$ cat src/rtl/ssp_pkg.sv
package ssp_pkg;

    // Byte offset bits dropped from an instruction address before indexing
    localparam int WORD_OFS = 2;

    // Which rule decides the identifier written on a violation
    typedef enum logic [1:0] {
        MRG_FRESH   = 2'd0,
        MRG_FROM_LD = 2'd1,
        MRG_FROM_ST = 2'd2,
        MRG_MIN     = 2'd3
    } merge_kind_e;

endpackage

$ cat src/rtl/ssp_set_table.sv
module ssp_set_table #(
    parameter int IDX_W = 6,
    parameter int ID_W  = 4,
    parameter int N_RD  = 4
) (
    input  logic             clk,
    input  logic             rst_n,
    input  logic             clr,
    input  logic             wr_en,
    input  logic [IDX_W-1:0] wr_a_idx,
    input  logic [IDX_W-1:0] wr_b_idx,
    input  logic [ID_W-1:0]  wr_id,
    input  logic [IDX_W-1:0] rd_idx [N_RD],
    output logic             rd_vld [N_RD],
    output logic [ID_W-1:0]  rd_id  [N_RD]
);
    localparam int DEPTH = 1 << IDX_W;

    typedef struct packed {
        logic            vld;
        logic [ID_W-1:0] id;
    } ent_t;

    typedef struct packed {
        ent_t [DEPTH-1:0] ent;
    } state_t;

    state_t st_d, st_q;

    always_comb begin
        st_d = st_q;
        if (clr) begin
            for (int i = 0; i < DEPTH; i++) begin
                st_d.ent[i].vld = 1'b0;
            end
        end else if (wr_en) begin
            st_d.ent[wr_a_idx].vld = 1'b1;
            st_d.ent[wr_a_idx].id  = wr_id;
            st_d.ent[wr_b_idx].vld = 1'b1;
            st_d.ent[wr_b_idx].id  = wr_id;
        end
    end

    always_ff @(posedge clk or negedge rst_n) begin
        if (!rst_n) begin
            st_q <= '0;
        end else begin
            st_q <= st_d;
        end
    end

    generate
        for (genvar r = 0; r < N_RD; r++) begin : g_rd
            assign rd_vld[r] = st_q.ent[rd_idx[r]].vld;
            assign rd_id[r]  = st_q.ent[rd_idx[r]].id;
        end
    endgenerate

endmodule

$ cat src/rtl/ssp_last_store.sv
module ssp_last_store #(
    parameter int ID_W  = 4,
    parameter int TAG_W = 6,
    parameter int N_RD  = 1
) (
    input  logic             clk,
    input  logic             rst_n,
    input  logic             inv_en,
    input  logic [ID_W-1:0]  inv_id,
    input  logic [TAG_W-1:0] inv_tag,
    input  logic             wr_en,
    input  logic [ID_W-1:0]  wr_id,
    input  logic [TAG_W-1:0] wr_tag,
    input  logic [ID_W-1:0]  rd_id  [N_RD],
    output logic             rd_vld [N_RD],
    output logic [TAG_W-1:0] rd_tag [N_RD]
);
    localparam int DEPTH = 1 << ID_W;

    typedef struct packed {
        logic             vld;
        logic [TAG_W-1:0] tag;
    } ent_t;

    typedef struct packed {
        ent_t [DEPTH-1:0] ent;
    } state_t;

    state_t st_d, st_q;
    logic   tag_hit;

    assign tag_hit = st_q.ent[inv_id].vld && (st_q.ent[inv_id].tag == inv_tag);

    always_comb begin
        st_d = st_q;
        // retire first, so a same-cycle write from a younger store survives
        if (inv_en && tag_hit) begin
            st_d.ent[inv_id].vld = 1'b0;
        end
        if (wr_en) begin
            st_d.ent[wr_id].vld = 1'b1;
            st_d.ent[wr_id].tag = wr_tag;
        end
    end

    always_ff @(posedge clk or negedge rst_n) begin
        if (!rst_n) begin
            st_q <= '0;
        end else begin
            st_q <= st_d;
        end
    end

    generate
        for (genvar r = 0; r < N_RD; r++) begin : g_rd
            assign rd_vld[r] = st_q.ent[rd_id[r]].vld;
            assign rd_tag[r] = st_q.ent[rd_id[r]].tag;
        end
    endgenerate

endmodule

$ cat src/rtl/ssp_merge.sv
module ssp_merge #(
    parameter int IDX_W = 6,
    parameter int ID_W  = 4
) (
    input  logic             ld_vld,
    input  logic [ID_W-1:0]  ld_id,
    input  logic             st_vld,
    input  logic [ID_W-1:0]  st_id,
    input  logic [IDX_W-1:0] ld_idx,
    output logic [ID_W-1:0]  out_id
);
    import ssp_pkg::*;

    merge_kind_e kind;
    logic [ID_W-1:0] fresh_id;

    assign fresh_id = ld_idx[ID_W-1:0];

    generate
        if (IDX_W > ID_W) begin : g_spare
            logic unused_idx_hi;
            assign unused_idx_hi = ^ld_idx[IDX_W-1:ID_W];
        end
    endgenerate

    always_comb begin
        if (ld_vld && st_vld) begin
            kind = MRG_MIN;
        end else if (ld_vld) begin
            kind = MRG_FROM_LD;
        end else if (st_vld) begin
            kind = MRG_FROM_ST;
        end else begin
            kind = MRG_FRESH;
        end
    end

    always_comb begin
        unique case (kind)
            MRG_MIN:     out_id = (ld_id < st_id) ? ld_id : st_id;
            MRG_FROM_LD: out_id = ld_id;
            MRG_FROM_ST: out_id = st_id;
            default:     out_id = fresh_id;
        endcase
    end

endmodule

$ cat src/rtl/ssp_top.sv
module ssp_top #(
    parameter int PC_W  = 32,
    parameter int IDX_W = 6,
    parameter int ID_W  = 4,
    parameter int TAG_W = 6
) (
    input  logic             clk,
    input  logic             rst_n,
    input  logic             fetch_vld,
    input  logic             fetch_is_store,
    input  logic [PC_W-1:0]  fetch_pc,
    input  logic [TAG_W-1:0] fetch_tag,
    output logic             dep_vld,
    output logic [TAG_W-1:0] dep_tag,
    input  logic             cmpl_vld,
    input  logic [PC_W-1:0]  cmpl_pc,
    input  logic [TAG_W-1:0] cmpl_tag,
    input  logic             viol_vld,
    input  logic [PC_W-1:0]  viol_ld_pc,
    input  logic [PC_W-1:0]  viol_st_pc,
    input  logic             clr
);
    localparam int OFS    = ssp_pkg::WORD_OFS;
    localparam int IDX_HI = IDX_W + OFS - 1;
    localparam int RD_F   = 0;
    localparam int RD_C   = 1;
    localparam int RD_L   = 2;
    localparam int RD_S   = 3;
    localparam int N_SRD  = 4;

    logic [IDX_W-1:0] set_rd_idx [N_SRD];
    logic             set_vld    [N_SRD];
    logic [ID_W-1:0]  set_id     [N_SRD];

    logic [ID_W-1:0]  ls_rd_id  [1];
    logic             ls_rd_vld [1];
    logic [TAG_W-1:0] ls_rd_tag [1];

    logic             fetch_set_vld;
    logic             st_wr_en;
    logic             cmpl_inv_en;
    logic [ID_W-1:0]  mrg_id;
    logic             ld_set_vld;
    logic [ID_W-1:0]  ld_set_id;
    logic             st_set_vld;
    logic [ID_W-1:0]  st_set_id;

    logic unused_pc_bits;
    assign unused_pc_bits = ^{fetch_pc[PC_W-1:IDX_HI+1], fetch_pc[OFS-1:0],
                              cmpl_pc[PC_W-1:IDX_HI+1],  cmpl_pc[OFS-1:0],
                              viol_ld_pc[PC_W-1:IDX_HI+1], viol_ld_pc[OFS-1:0],
                              viol_st_pc[PC_W-1:IDX_HI+1], viol_st_pc[OFS-1:0]};

    assign set_rd_idx[RD_F] = fetch_pc[IDX_HI:OFS];
    assign set_rd_idx[RD_C] = cmpl_pc[IDX_HI:OFS];
    assign set_rd_idx[RD_L] = viol_ld_pc[IDX_HI:OFS];
    assign set_rd_idx[RD_S] = viol_st_pc[IDX_HI:OFS];

    assign ld_set_vld = set_vld[RD_L];
    assign ld_set_id  = set_id[RD_L];
    assign st_set_vld = set_vld[RD_S];
    assign st_set_id  = set_id[RD_S];

    ssp_set_table #(
        .IDX_W (IDX_W),
        .ID_W  (ID_W),
        .N_RD  (N_SRD)
    ) u_set (
        .clk      (clk),
        .rst_n    (rst_n),
        .clr      (clr),
        .wr_en    (viol_vld),
        .wr_a_idx (set_rd_idx[RD_L]),
        .wr_b_idx (set_rd_idx[RD_S]),
        .wr_id    (mrg_id),
        .rd_idx   (set_rd_idx),
        .rd_vld   (set_vld),
        .rd_id    (set_id)
    );

    ssp_merge #(
        .IDX_W (IDX_W),
        .ID_W  (ID_W)
    ) u_merge (
        .ld_vld (ld_set_vld),
        .ld_id  (ld_set_id),
        .st_vld (st_set_vld),
        .st_id  (st_set_id),
        .ld_idx (set_rd_idx[RD_L]),
        .out_id (mrg_id)
    );

    assign fetch_set_vld = fetch_vld && set_vld[RD_F];
    assign st_wr_en      = fetch_set_vld && fetch_is_store;
    assign cmpl_inv_en   = cmpl_vld && set_vld[RD_C];
    assign ls_rd_id[0]   = set_id[RD_F];

    ssp_last_store #(
        .ID_W  (ID_W),
        .TAG_W (TAG_W),
        .N_RD  (1)
    ) u_last (
        .clk     (clk),
        .rst_n   (rst_n),
        .inv_en  (cmpl_inv_en),
        .inv_id  (set_id[RD_C]),
        .inv_tag (cmpl_tag),
        .wr_en   (st_wr_en),
        .wr_id   (set_id[RD_F]),
        .wr_tag  (fetch_tag),
        .rd_id   (ls_rd_id),
        .rd_vld  (ls_rd_vld),
        .rd_tag  (ls_rd_tag)
    );

    assign dep_vld = fetch_set_vld && ls_rd_vld[0];
    assign dep_tag = dep_vld ? ls_rd_tag[0] : '0;

endmodule

$ cat config.mk
export PLATFORM = sky130hd
export DESIGN_NAME = ssp_top
export DESIGN_NICKNAME = d
export VERILOG_FILES = /design/src/rtl/ssp_pkg.sv /design/src/rtl/ssp_set_table.sv /design/src/rtl/ssp_last_store.sv /design/src/rtl/ssp_merge.sv /design/src/rtl/ssp_top.sv
export SDC_FILE = /design/constraint.sdc
export NUM_CORES = 1
export LEC_CHECK = 0
export BUFFER_PORTS_ARGS = -buffer_cell sky130_fd_sc_hd__buf_2
export CORE_MARGIN = 2
export CORE_UTILIZATION = 40
export CTS_CLUSTER_DIAMETER = 80
export DETAILED_ROUTE_END_ITERATION = 8
export PLACE_DENSITY = 0.63
export SETUP_SLACK_MARGIN = 0.4
export SYNTH_ARGS = -nofsm -noshare
export SYNTH_HDL_FRONTEND = slang
export SYNTH_SLANG_ARGS = --single-unit
$ cat constraint.sdc
create_clock -name clk -period 4.54 [get_ports clk]
set_clock_uncertainty 0.05 [all_clocks]
set_input_delay 0.227 -clock clk [delete_from_list [all_inputs] [get_ports clk]]
set_output_delay 0.227 -clock clk [all_outputs]
set_load 0.005 [all_outputs]
Word-level counts from Yosys, hierarchy flattened
Cells that the tools add are included.
- order comparisons: 11
- equal/unequal tests: 4
- multiplexer cells: 106
- bitwise gates (word level): 1
- reductions and logical operators: 13
- operators by type and width (operator ; number):
    320-bit bitwise mux ; 4
    112-bit bitwise mux ; 3
    320-bit two-way mux ; 1
    112-bit two-way mux ; 2
    5-bit binary-select mux with 6-bit select ; 4
    5-bit demux with 6-bit select ; 4
    7-bit demux with 4-bit select ; 3
    1-bit two-way mux ; 64
    7-bit binary-select mux with 4-bit select ; 2
    5-bit two-way mux ; 6
    6-bit by 7-bit < comparator with 1-bit output (second input constant) ; 4
    7-bit two-way mux ; 4
    6-bit by 1-bit >= comparator with 1-bit output (second input constant) ; 2
    4-bit two-way mux ; 3
    6-bit two-way mux ; 2
    4-bit case mux with 3 select lines ; 1
    1-bit logical AND ; 11
    4-bit by 5-bit < comparator with 1-bit output (second input constant) ; 2
    4-bit by 1-bit >= comparator with 1-bit output (second input constant) ; 2
    6-bit equality test ; 1
    2-bit two-way mux ; 3
    2-bit equality test (second input constant) ; 2
    4-bit < comparator ; 1
    2-bit by 1-bit equality test with 1-bit output (second input constant) ; 1
    3 further kinds ; 3
- bits in registers: 432
- input bits: 147
- logic and storage cells: 295

Longest topological paths before layout
- depth in word-level cells: 12
- gate-level depth with buffers: 19

Modules after synthesis
A second synthesis with hierarchy kept.
- cells, all modules: 2298
- area total of the unflattened synthesis: 29829.9 um^2
- modules (own cells, without submodules) (module ; instances ; cells each ; area each (um^2) ; seq. area each (um^2)):
    ssp_set_table ; 1 ; 1720 ; 23095.9 ; 8007.7
    ssp_last_store ; 1 ; 537 ; 6403.6 ; 2802.7
    ssp_merge ; 1 ; 32 ; 256.5 ; 0.0
    ssp_top ; 1 ; 9 ; 73.8 ; 0.0

Worst setup path after synthesis
Ideal clock, no wire load.
- kind: input to register
- start point: in viol_ld_pc[4]
- end point: reg u_set.st_q[0] (netlist bit)
- data arrival time: 4.016 ns
- path slack: 0.410 ns
- stages: 16
- path buffers: 4
- path through: clkbuf_1 -> nor3b_1 -> buf_2 -> buf_1 -> a22oi_1 -> a41oi_1 -> a21oi_1 -> nand4_1 -> ha_1 -> a21boi_0 -> o21a_1 -> o21ai_0 -> a211oi_1 -> a211oi_1 -> buf_2 -> mux2_2
- word-level cells in the longest chain between the ends: 9
- elaborated cells between the ends (all ways): 21
- classes of those cells: order compare: 3; eq/ne: 3; mux: 13; reduce/logical: 2
- RTL lines (what ; line ; text):
    start: declaration ; ssp_top.sv:19 ; input logic [PC_W-1:0] viol_ld_pc,
    parallel branches: the longest is 8 deep, another holds 4-bit < comparator ; n/a ;
    320-bit bitwise mux (*) ; ssp_set_table.sv:40 ; st_d.ent[wr_b_idx].id = wr_id;
    end signal: assignment ; ssp_set_table.sv:48 ; st_q <= st_d;
    end: declaration ; ssp_set_table.sv:28 ; state_t st_d, st_q;
Every way passes the cells marked *. The select of a mux whose other input is x is not followed.
A chain may end at the register's enable or synchronous reset.

Final worst setup path
- start point: reg u_set.st_q[35] (netlist bit)
- end point: out dep_tag[5]
- word-level cells in the longest chain between the ends: 6
- RTL lines (what ; line ; text):
    5-bit binary-select mux with 6-bit select (*) ; ssp_set_table.sv:55 ; assign rd_id[r] = st_q.ent[rd_idx[r]].id;
    5-bit two-way mux (*) ; n/a ;
    7-bit binary-select mux with 4-bit select (*) ; ssp_last_store.sv:56, ssp_last_store.sv:57 ;
    7-bit two-way mux (not written as such) (*) ; ssp_last_store.sv:56 ; assign rd_vld[r] = st_q.ent[rd_id[r]].vld;
    1-bit logical AND ; ssp_top.sv:116 ; assign dep_vld = fetch_set_vld && ls_rd_vld[0];
    6-bit two-way mux (*) ; ssp_top.sv:117 ; assign dep_tag = dep_vld ? ls_rd_tag[0] : '0;
    end: declaration ; ssp_top.sv:14 ; output logic [TAG_W-1:0] dep_tag,
Every way passes the cells marked *; elsewhere a longest branch is shown, timed or not. The select of a mux whose other input is x is not followed.

==> results.py <==
metrics = {
    "worst_setup_path": {
        "r2r_cells": 17,
        "endpoint": "dep_tag[5]",
        "max_stage_delay_ps": 620,
        "reg2reg_to": "u_last.st_q[27]$_DFF_PN0_",
        "cpMostUsedCell": "mux4_2",
        "critPathKind": "flip-flop to output pin",
        "crit_chain": "mux4_4, mux4_2, mux4_2, buf_12, mux4_2, mux4_2, and3_4, buf_6",
        "cp-end-kind": "output pin",
        "cp_max_fo": 8,
        "r2r_start": "u_set.st_q[315]$_DFFE_PN0P_",
        "cp-startpoint": "u_set.st_q[35]$_DFFE_PN0P_",
        "worstPathRequired_ps": 4260,
        "startpoint_type": "flip-flop",
        "slowest_stage": "mux4_2",
        "r2r_slack_ps": 240,
        "crit_arrival_ps": 4390,
    },
    "routing": {
        "drtIter0Drc": 4990,
        "routedWlPerCell_um": 35.4,
        "ant_nets": 0,
        "vias": 26200,
        "avgViaCountPerCell": 7.29,
        "wirelength_um": 127000,
        "drc": 0,
        "dr.pass1.iters": 7,
    },
    "cts": {
        "clock-sinks": 432,
        "ctsHtreeMaxLevel": 2,
        "clkTransAtPathRegs_ps": 60,
        "ctsRootBufferMaster": "clkbuf_16",
        "tritoncts": "yes",
        "worstSkewPairLatency_ps": 640,
        "ctsLongestPathBuffers": 3,
        "cts_made_buffers": 51,
    },
    "sta": {
        "slew_headroom_pct": 25.0,
        "period_minus_slack_ps": 4670,
        "setup-violations-final": 7,
        "fmax_ghz": 0.214,
        "fin_crit_sh_pct": 103,
        "tightest_slew_ps": 1120,
        "hold_viol": 0,
        "setup_slack_ps": -127,
        "slew_viol_final": 0,
        "rsz0062_at_grt": "true",
    },
    "place": {
        "portBuffers": 49,
        "gp_congestion": 1.02,
        "dp_cells": 3468,
        "place_area_um2": 31300,
        "place_hpwl_um": 85500,
    },
    "outcome": {
        "status": "complete, but fails checks",
        "violations": "setup timing",
    },
    "synth": {
        "synthCells": 2465,
        "post-synth-top-count-cell": "dfrtp_1",
        "mappedNetlistArea_um2": 28600,
        "synth.distinct_cells": 77,
        "synth_ff_type": "dfrtp_1",
        "yosysTopAreaCell": "dfrtp_1",
        "yosys-top-cells-count": "dfrtp_1, a22oi_1, mux2_2",
        "synthTopCellsByArea": "dfrtp_1, mux2_2, mux4_2",
        "synth_nets": 2616,
        "synth_top_cell_area_share_pct": 37.8,
        "ys_seq_elements": 432,
        "synth_area_per_cell_um2": 11.6,
        "async_flop_share_pct": 100,
        "yosys_warnings": 0,
        "ys_seq_area_share_pct": 37.8,
        "synth_edf_count": 0,
    },
    "cells_and_area": {
        "post_layout_nonfiller_instances": 3599,
        "seq_area_um2": 10800,
        "area_growth_pct": 18.4,
        "num-fill-cells": 6390,
        "fin_util_pct": 47.6,
        "fin_nets": 2758,
        "layout-drive-gt1-share_pct": 36.7,
        "multi_input_area_um2": 16800,
        "stdcell_area_um2": 33900,
    },
    "grt": {
        "grt_pass1_wl_um": 183000,
        "grtUsageTotal_pct": 33.6,
        "grt_max_degree": 103,
        "grt_pass1_vias": 25600,
        "grt.overflow.total": 0,
        "antenna_found_initial": 9,
    },
    "pwr": {
        "power_uw": 11900,
        "ir_drop_mv": 0.335,
        "leakage_uw": 0.0142,
        "p_per_area_nw_per_um2": 352,
    },
    "hold_path": {
        "holdCritPathClass": "input port to flip-flop",
    },
    "floorplan": {
        "ios": 154,
        "dieHeight_um": 271,
        "start_util_pct": 40.2,
        "die-area_um2": 73600,
        "core_area_um2": 71100,
        "rows": 98,
        "fp.dieW_um": 271,
    },
    "run": {
        "maxCapViolations": 0,
    },
}
==> how the worst min path moves through the flow <==
stage | depth (start not counted) | end | start
detailed placement | 1 | u_set.st_q[69]$_DFFE_PN0P_ | rst_n
floorplan | 0 | u_last.st_q[0]$_DFFE_PN0P_ | rst_n
finish | 2 | u_last.st_q[58]$_DFFE_PN0P_ | fetch_tag[2]
global route | 2 | u_last.st_q[51]$_DFFE_PN0P_ | fetch_tag[2]
global placement | 1 | u_set.st_q[79]$_DFFE_PN0P_ | rst_n
CTS | 2 | u_last.st_q[9]$_DFFE_PN0P_ | fetch_tag[2]
==> power breakdown <==
part / switching (µW) / total (µW) / internal [µW]
clock network: 1830 / 4200 / 2370
registers: 624 / 4880 / 4260
logic: 1520 / 2840 / 1320
total: 3970 / 11900 / 7950
==> stage by stage <==
| stage | setup WS, ps | hold WS (ps) | setup TNS [ps] |
|---|---|---|---|
| 2_1_floorplan | 410 | -119 | 0 |
| 3_3_place_gp | -32.8 | 277 | -1690 |
| 3_5_place_dp | -72.2 | 295 | -7050 |
| 4_1_cts | -81.8 | 1.06 | -388 |
| 5_1_grt | -119 | 59.1 | -624 |
| 6_report | -127 | 43.6 | -636 |
==> area by class of cell <==
class	count	area share (%)
Inverter	72	0.798
Timing Repair Buffer	318	9.03
Tap cell	950	3.51
Sequential cell	432	32.0
Clock buffer	68	4.17
Antenna cell	3	0.0222
Multi-Input combinational cell	1732	49.7
Clock inverter	24	0.761
==> worst max-delay path: cells and delay by family (launching register included) <==
| family | cells | cell delay, ps |
|---|---|---|
| mux | 5 | 2760 |
| flops | 1 | 430 |
| buf+inv | 2 | 290 |
| simple gates | 1 | 260 |
==> timing repair <==
action / 4_1_cts / 5_1_grt
gates resized for setup: 37 / 52
hold buffers: 6 / 0
pin swaps: 16 / 10
buffers inserted: 15 / 5
hold endpoints to repair: 134 / 0
gates cloned: 5 / 5
endpoints found under the setup margin: 23 / 215
==> sequential cells by signal (all words and copies together) (netlist names) <==
| register | count |
|---|---|
| u_last.st_q | 112 |
| u_set.st_q | 320 |
==> cell families after synthesis <==
kind of cell / after synthesis / synth area share (%)
buf+inv: 302 / 4.85
compound gates: 652 / 16.3
fa+ha+maj: 4 / 0.175
flops: 432 / 37.8
simple gates: 413 / 8.01
xor+xnor: 5 / 0.153
mux: 657 / 32.7
==> routing by layer <==
| metal | GRT usage [%] | share of wire [%] |
|---|---|---|
| met1 | 44.8 | 37 |
| met2 | 46.7 | 41 |
| met3 | 12.6 | 15 |
| met4 | 18.9 | 6.9 |
| met5 | 0.257 | 0.054 |
==> layout by cell type (no fill, tap or decap), drive strengths merged, types with 7 or more instances in the layout <==
| cell | n |
|---|---|
| a21oi | 41 |
| nor4 | 18 |
| mux4 | 178 |
| mux2i | 116 |
| nor3b | 8 |
| and3 | 59 |
| o22ai | 80 |
| buf | 307 |
| nand4 | 31 |
| a221oi | 11 |
| clkbuf | 73 |
| nor3 | 7 |
| nor2 | 53 |
| a31oi | 24 |
| and2 | 7 |
| a22oi | 319 |
| inv | 77 |
| nor2b | 9 |
| nand2 | 121 |
| a211oi | 10 |
| o21ai | 76 |
| mux2 | 363 |
| nand3 | 37 |
| clkinv | 12 |
| nand3b | 12 |
| a41oi | 43 |
| or3b | 8 |
| dfrtp | 432 |
| or4 | 10 |
| o41a | 8 |
| and3b | 8 |
No activity file was read; power rests on OpenSTA's default activity.
